**src/rtl/srx_pkg.sv**
```systemverilog
package srx_pkg;
   typedef enum logic {SRC_INT = 1'b0, SRC_EXT = 1'b1} sck_src_e;

   function automatic int unsigned frame_bits(input logic wide, input int unsigned w);
      return wide ? w : w / 2;
   endfunction
endpackage

```
**src/rtl/srx_clkgen.sv**
```systemverilog
module srx_clkgen #(
   parameter int unsigned HALF = 4
) (
   input  logic clk,
   input  logic rst_n,
   input  logic en,
   output logic sck,
   output logic tick
);
   localparam int unsigned CNTW = (HALF > 1) ? $clog2(HALF) : 1;

   if (HALF < 2) begin : g_bad_half
      $error("srx_clkgen: HALF must be at least 2");
   end

   logic [CNTW-1:0] cnt;

   always_ff @(posedge clk or negedge rst_n) begin
      if (!rst_n) begin
         cnt  <= '0;
         sck  <= 1'b1;
         tick <= 1'b0;
      end else begin
         tick <= 1'b0;
         if (!en) begin
            cnt <= '0;
            sck <= 1'b1;
         end else if (cnt == CNTW'(HALF - 1)) begin
            cnt  <= '0;
            sck  <= ~sck;
            tick <= ~sck;
         end else begin
            cnt <= cnt + 1'b1;
         end
      end
   end

   // clock parks high whenever it is not enabled
   a_r6_idle_high: assert property (@(posedge clk) disable iff (!rst_n)
      !en |=> sck);
   // sampling strobe follows a rising edge of the serial clock
   a_r6_tick_on_rise: assert property (@(posedge clk) disable iff (!rst_n)
      tick |-> (sck && !$past(sck)));
endmodule

```
**src/rtl/srx_extsync.sv**
```systemverilog
module srx_extsync #(
   parameter int unsigned STAGES = 2
) (
   input  logic clk,
   input  logic rst_n,
   input  logic sck_pin,
   input  logic sd_pin,
   output logic tick,
   output logic sd
);
   if (STAGES < 2) begin : g_bad_stages
      $error("srx_extsync: STAGES must be at least 2");
   end

   logic [STAGES:0]   ck_sh;
   logic [STAGES-1:0] sd_sh;

   always_ff @(posedge clk or negedge rst_n) begin
      if (!rst_n) begin
         ck_sh <= '1;
         sd_sh <= '0;
      end else begin
         ck_sh <= {ck_sh[STAGES-1:0], sck_pin};
         sd_sh <= {sd_sh[STAGES-2:0], sd_pin};
      end
   end

   assign tick = ck_sh[STAGES-1] & ~ck_sh[STAGES];
   assign sd   = sd_sh[STAGES-1];

   // one strobe per synchronised rising edge
   a_r8_single_strobe: assert property (@(posedge clk) disable iff (!rst_n)
      tick |=> !tick);
endmodule

```
**src/rtl/srx_core.sv**
```systemverilog
module srx_core
   import srx_pkg::*;
#(
   parameter int unsigned W = 8
) (
   input  logic         clk,
   input  logic         rst_n,
   input  logic         start,
   input  logic         inhibit,
   input  logic         wide,
   input  logic         ext,
   input  logic         tick,
   input  logic         sd,
   input  logic         full,
   output logic         busy,
   output logic         at_boundary,
   output logic         begin_rx,
   output logic         wr_en,
   output logic [W-1:0] wr_data
);
   localparam int unsigned BW = $clog2(W);

   if (W < 4 || (W % 2) != 0) begin : g_bad_w
      $error("srx_core: W must be even and at least 4");
   end

   logic         start_q;
   logic [W-1:0] sr, sr_nx;
   logic [BW-1:0] bit_idx;
   logic         last;
   logic         src_ext;

   assign src_ext     = (sck_src_e'(ext) == SRC_EXT);
   assign sr_nx       = {sd, sr[W-1:1]};
   assign last        = (bit_idx == BW'(frame_bits(wide, W) - 1));
   assign at_boundary = (bit_idx == '0);
   assign begin_rx    = start & ~start_q & ~busy & ~inhibit;
   assign wr_en       = busy & tick & last & ~full;
   assign wr_data     = wide ? sr_nx : (sr_nx >> (W / 2));

   always_ff @(posedge clk or negedge rst_n) begin
      if (!rst_n) begin
         start_q <= 1'b0;
         busy    <= 1'b0;
         bit_idx <= '0;
         sr      <= '0;
      end else begin
         start_q <= start;
         if (inhibit) begin
            busy    <= 1'b0;
            bit_idx <= '0;
            sr      <= '0;
         end else if (begin_rx) begin
            busy    <= 1'b1;
            bit_idx <= '0;
            sr      <= '0;
         end else if (busy) begin
            if (tick) begin
               sr <= sr_nx;
               if (last) begin
                  bit_idx <= '0;
                  if ((src_ext && full) || !start) busy <= 1'b0;
               end else begin
                  bit_idx <= bit_idx + 1'b1;
               end
            end else if (at_boundary && !start) begin
               busy <= 1'b0;
            end
         end
      end
   end

   // abort takes effect on the next edge
   a_r11_inhibit_stops: assert property (@(posedge clk) disable iff (!rst_n)
      inhibit |=> !busy);
   // a rising start while idle brings up busy
   a_r2_start_busy: assert property (@(posedge clk) disable iff (!rst_n)
      ($rose(start) && !busy && !inhibit) |=> busy);
   // word completing on a full buffer in external mode cancels reception
   a_r9_cancel_on_full: assert property (@(posedge clk) disable iff (!rst_n)
      (busy && src_ext && full && tick && last && !inhibit) |=> !busy);
   // graceful stop waits for the word in progress
   a_r10_finish_word: assert property (@(posedge clk) disable iff (!rst_n)
      (busy && !start && !inhibit && !tick && !at_boundary) |=> busy);
endmodule

```
**src/rtl/srx_store.sv**
```systemverilog
module srx_store #(
   parameter int unsigned W     = 8,
   parameter int unsigned DEPTH = 8
) (
   input  logic                     clk,
   input  logic                     rst_n,
   input  logic                     clear,
   input  logic                     restart,
   input  logic                     wr_en,
   input  logic [W-1:0]             wr_data,
   input  logic [$clog2(DEPTH)-1:0] word_cnt,
   input  logic                     rd_en,
   output logic [W-1:0]             rd_data,
   output logic                     full,
   output logic                     irq
);
   localparam int unsigned CW = $clog2(DEPTH);

   if (DEPTH < 2 || (DEPTH & (DEPTH - 1)) != 0) begin : g_bad_depth
      $error("srx_store: DEPTH must be a power of two, at least 2");
   end

   logic [CW-1:0]             wr_ptr, rd_ptr;
   logic [DEPTH-1:0][W-1:0]   slots;

   for (genvar g = 0; g < DEPTH; g++) begin : g_slot
      logic [W-1:0] q;
      always_ff @(posedge clk or negedge rst_n) begin
         if (!rst_n)                           q <= '0;
         else if (clear)                       q <= '0;
         else if (wr_en && wr_ptr == CW'(g))   q <= wr_data;
      end
      assign slots[g] = q;
   end

   assign rd_data = slots[rd_ptr];

   always_ff @(posedge clk or negedge rst_n) begin
      if (!rst_n) begin
         wr_ptr <= '0;
         rd_ptr <= '0;
         full   <= 1'b0;
         irq    <= 1'b0;
      end else if (clear) begin
         wr_ptr <= '0;
         rd_ptr <= '0;
         full   <= 1'b0;
         irq    <= 1'b0;
      end else begin
         irq <= 1'b0;
         if (restart) begin
            wr_ptr <= '0;
            rd_ptr <= '0;
         end
         if (rd_en) begin
            rd_ptr <= rd_ptr + 1'b1;
            full   <= 1'b0;
         end
         if (wr_en) begin
            if (wr_ptr >= word_cnt) begin
               wr_ptr <= '0;
               rd_ptr <= '0;
               full   <= 1'b1;
               irq    <= 1'b1;
            end else begin
               wr_ptr <= wr_ptr + 1'b1;
            end
         end
      end
   end

   // interrupt lasts one cycle
   a_r5_irq_pulse: assert property (@(posedge clk) disable iff (!rst_n)
      irq |=> !irq);
   // interrupt comes with a full buffer read from slot 0
   a_r5_irq_slot0: assert property (@(posedge clk) disable iff (!rst_n)
      irq |-> (full && rd_ptr == '0));
   // clear empties the buffer
   a_r12_clear_empties: assert property (@(posedge clk) disable iff (!rst_n)
      clear |=> (!full && rd_data == '0));
endmodule

```
**src/rtl/srx_receiver.sv**
```systemverilog
module srx_receiver #(
   parameter int unsigned W      = 8,
   parameter int unsigned DEPTH  = 8,
   parameter int unsigned HALF   = 4,
   parameter int unsigned STAGES = 2
) (
   input  logic                     clk,
   input  logic                     rst_n,
   input  logic                     start,
   input  logic                     inhibit,
   input  logic                     word8,
   input  logic                     ext_clk,
   input  logic [$clog2(DEPTH)-1:0] word_cnt,
   input  logic                     sck_in,
   input  logic                     sd_in,
   output logic                     sck_out,
   output logic                     busy,
   output logic                     irq,
   input  logic                     rd_en,
   output logic [W-1:0]             rd_data
);
   logic word8_q, ext_q, clear;
   logic int_tick, ext_tick, ext_sd;
   logic tick, sd, full, at_boundary, begin_rx, wr_en, en_int;
   logic [W-1:0] wr_data;

   always_ff @(posedge clk or negedge rst_n) begin
      if (!rst_n) begin
         word8_q <= 1'b1;
         ext_q   <= 1'b0;
      end else begin
         word8_q <= word8;
         ext_q   <= ext_clk;
      end
   end

   assign clear  = (word8 != word8_q) | (ext_clk != ext_q);
   assign en_int = busy & ~ext_clk & ~(full & at_boundary);
   assign tick   = ext_clk ? ext_tick : int_tick;
   assign sd     = ext_clk ? ext_sd : sd_in;

   srx_clkgen #(.HALF(HALF)) u_clkgen (
      .clk(clk), .rst_n(rst_n), .en(en_int), .sck(sck_out), .tick(int_tick)
   );

   srx_extsync #(.STAGES(STAGES)) u_sync (
      .clk(clk), .rst_n(rst_n), .sck_pin(sck_in), .sd_pin(sd_in),
      .tick(ext_tick), .sd(ext_sd)
   );

   srx_core #(.W(W)) u_core (
      .clk(clk), .rst_n(rst_n), .start(start), .inhibit(inhibit),
      .wide(word8), .ext(ext_clk), .tick(tick), .sd(sd), .full(full),
      .busy(busy), .at_boundary(at_boundary), .begin_rx(begin_rx),
      .wr_en(wr_en), .wr_data(wr_data)
   );

   srx_store #(.W(W), .DEPTH(DEPTH)) u_store (
      .clk(clk), .rst_n(rst_n), .clear(clear), .restart(begin_rx),
      .wr_en(wr_en), .wr_data(wr_data), .word_cnt(word_cnt), .rd_en(rd_en),
      .rd_data(rd_data), .full(full), .irq(irq)
   );

   // unread buffer at a word boundary holds the internal clock high
   a_r7_wait_holds_clock: assert property (@(posedge clk) disable iff (!rst_n)
      (busy && !ext_clk && full && at_boundary) |=> sck_out);
   // the internal clock stays parked in external mode
   a_r8_ext_parks_sck: assert property (@(posedge clk) disable iff (!rst_n)
      (ext_clk && $past(ext_clk)) |-> sck_out);
endmodule

```
**config.mk**
```make
export PLATFORM = sky130hd
export DESIGN_NAME = srx_receiver
export DESIGN_NICKNAME = d
export VERILOG_FILES = /design/src/rtl/srx_pkg.sv /design/src/rtl/srx_clkgen.sv /design/src/rtl/srx_extsync.sv /design/src/rtl/srx_core.sv /design/src/rtl/srx_store.sv /design/src/rtl/srx_receiver.sv
export SDC_FILE = /design/constraint.sdc
export NUM_CORES = 1
export LEC_CHECK = 0
export ABC_AREA = 1
export ABC_CLOCK_PERIOD_IN_PS = 5600
export BUFFER_PORTS_ARGS = -buffer_cell sky130_fd_sc_hd__buf_2
export CORE_AREA = 2 2 98 100
export DETAILED_ROUTE_END_ITERATION = 7
export DIE_AREA = 0 0 100 102
export PLACE_DENSITY = 0.85
export RECOVER_POWER = 100
export SYNTH_ARGS = -nofsm -noshare
export SYNTH_HDL_FRONTEND = slang
export SYNTH_HIERARCHICAL = 1
export SYNTH_SLANG_ARGS = --single-unit
```
**constraint.sdc**
```tcl
create_clock -name clk -period 5.6 [get_ports clk]
set_input_delay 0.84 -clock clk [delete_from_list [all_inputs] [get_ports clk]]
set_output_delay 0.84 -clock clk [all_outputs]
set_load 0.05 [all_outputs]
```
==> impl_metrics.tcl <==
set metrics [dict create \
    p_int_uw 903 \
    startpoint_type "register" \
    hold_ws_ns 0.367 \
    postCtsSetupBuffers 0 \
    rsz0062_at_grt "no" \
    dieHeight_um 102 \
    cts_buffers 9 \
    min_period_over_period_pct 72.2 \
    finalSetupTns_ns 0 \
    grt_pass1_wl_mm 18.2 \
    routed_wl_mm 10.6 \
    clk_latency_ns 0.36 \
    seqPwrFrac_pct 55.7 \
    combPwrFrac_pct 12.1 \
    power.switching_uw 357 \
    cts.clk_slew.worst_paths_ns 0.09 \
    vias 3928 \
    grt_max_degree 65 \
    yosysWarnings 6 \
    synth.distinct_cells 35 \
    synth.avg_cell_area_um2 8.55 \
    final_cell_mix "nand2_1 (214), inv_1 (106), dfrtp_1 (90)" \
    cp.required_ns 4.76 \
    pin_count 23 \
    routedWlPerCell_um 13.9 \
    drive_gt1_share_pct 11.7 \
    num-nets-final 667 \
    setup_viol 0 \
    hold_path.class "register to register" \
    antennaDiodeCount 0 \
    min_period_ns 4.04 \
    max_freq_mhz 247 \
    fp.dieW_um 100 \
    gp_congestion 0.789 \
    cts_tree "yes" \
    syn2layout_area_growth_pct -2.74 \
    ir_worst_vdd_v 0.000165 \
    critPathMaxFanout 35 \
    die-area_um2 10200 \
    clock_sinks 95 \
    leakagePower_uw 0.00262 \
    final_common_cell "nand2_1" \
    grt_pass1_vias 3892 \
    overflow 0 \
    antenna_found_initial 0 \
    critPathKind "register to output port" \
    p_per_area_nw_per_um2 241 \
    tightest_slew_ns 1.78 \
    postCtsResizedCells 0 \
    syn_area_um2 5380 \
    cp.arrival_ns 3.20 \
    ys_seq_area_share_pct 44.3 \
    via_per_inst 5.18 \
    hpwlAfterDp_mm 7.18 \
    synthCells 629 \
    multiInputGateArea_um2 1980 \
    fin_skew_ns 0.0153 \
    postRouteAntennaNets 0 \
    rows 35 \
    hold_violations 0 \
    synth_nets 654 \
    core_area_um2 9110 \
    slew_viol_final 134 \
    ys_seq_elements 95 \
    p_sw_share_pct 28.3 \
    clkPwrFrac_pct 32.3 \
    cts_buffer_depth 2 \
    track_usage_pct 22.7 \
    h-tree-depth 3 \
    fill_cells 855 \
    start_util_pct 59.1 \
    seqCellArea_um2 2380 \
    violations "max-capacitance violations, max-slew violations" \
    cap_violations 3 \
    end_kind "output port" \
    outcome "finished, violations left" \
    slew_headroom_pct -18.5 \
    drc 0 \
    cts_hold_buf 0 \
    io_buffers 22 \
    firstDrtPassIters 5 \
    drt_iter0_drc 231 \
    clockRootBuffer "clkbuf_8" \
]
power groups by stage:
stage	combinational, µW	clock (µW)	sequential, µW
final	152	406	702
after CTS	170	420	702
after detailed placement	170	0	716
after global placement	165	0	715
after floorplan	148	0	715
after global routing	170	452	703
synth_stat cells (all sizes together):
cell type  count  area (µm²)
inv          115         442
nor2          17         154
nand3         48         285
ha            13         163
nand2        223         925
xnor2          2        17.5
dfrtp         90        2250
a21oi          5        28.8
clkinv         1        3.75
o21ai         75         616
o22ai          8        50.1
nor3           2        15.0
and2           1        8.76
dfstp          5         131
nand3b         1        7.51
buf           22         271
xor2           1        8.76
critical path, stage by stage (launching register included):
cell      delay, ns
dfrtp_1        0.33
clkbuf_1       1.27
inv_4          0.42
nand2_1        0.17
nand3_1        0.11
nand2_1        0.11
nand2_1        0.07
nand2_1        0.09
buf_2          0.26
per-layer routing:
metal  up-vias  global-route usage, %  share of wire, %
li1       1946                      -                 -
met5         -                      0                 0
met2       120                   37.6                49
met3        16                   3.08               5.2
met1      1846                   30.4                44
met4         0                   9.69               1.5
cell families after synthesis:
| group | after synthesis | share of synthesized area [%] |
|---|---|---|
| and+or+nand+nor | 292 | 25.9 |
| buffers and inverters | 138 | 13.3 |
| DFF | 95 | 44.3 |
| AOI/OAI and AO/OA | 88 | 12.9 |
| adders and majority gates | 13 | 3.02 |
| xor gates and xnor gates | 3 | 0.489 |
final timing paths:
kind                                                  start  depth (start not counted)                                 end  slack, ns
max in group asynchronous                             rst_n                          2  u_store/g_slot[5].q[3]$_DFFE_PN0P_       2.35
min in group asynchronous                             rst_n                          1           u_sync/sd_sh[0]$_DFF_PN0_       0.93
worst min register to register    u_sync/ck_sh[0]$_DFF_PN1_                          0           u_sync/ck_sh[1]$_DFF_PN1_       0.37
worst max-delay path            u_store/rd_ptr[0]$_DFF_PN0_                          8                          rd_data[5]       1.56
worst min-delay path              u_sync/ck_sh[0]$_DFF_PN1_                          0           u_sync/ck_sh[1]$_DFF_PN1_       0.37
worst max register to register    u_sync/ck_sh[1]$_DFF_PN1_                          9  u_store/g_slot[3].q[2]$_DFFE_PN0P_       2.63
stage by stage:
step           cells  setup WS (ns)  instance area (µm²)  total power [µW]  utilization [%]
2_1_floorplan    629           3.50                 5380               862                -
3_3_place_gp     742           2.62                 5370               880             59.0
3_5_place_dp     742           2.50                 5370               885             59.0
4_1_cts          758           2.72                 5550              1290             60.9
5_1_grt          758           1.26                 5230              1320             57.4
6_report         758           1.56                 5230              1260             57.4
flip-flops by register name, summed over array words and instances (netlist names), 2 cells and up:
| name | count |
|---|---|
| u_sync/sd_sh | 2 |
| u_sync/ck_sh | 3 |
| u_core/sr | 7 |
| u_store/g_slot.q | 64 |
| u_store/rd_ptr | 3 |
| u_store/wr_ptr | 3 |
| u_core/bit_idx | 3 |
| u_clkgen/cnt | 2 |
cell type report:
cell class	count	area share, %
repair buffers	24	2.08
clock buffers	11	2.70
inverters	116	8.51
well taps	111	2.65
clock inverters	5	0.670
flip-flops and latches	95	45.6
multi-input cells	396	37.8
Power figures use the tool's default switching activity.
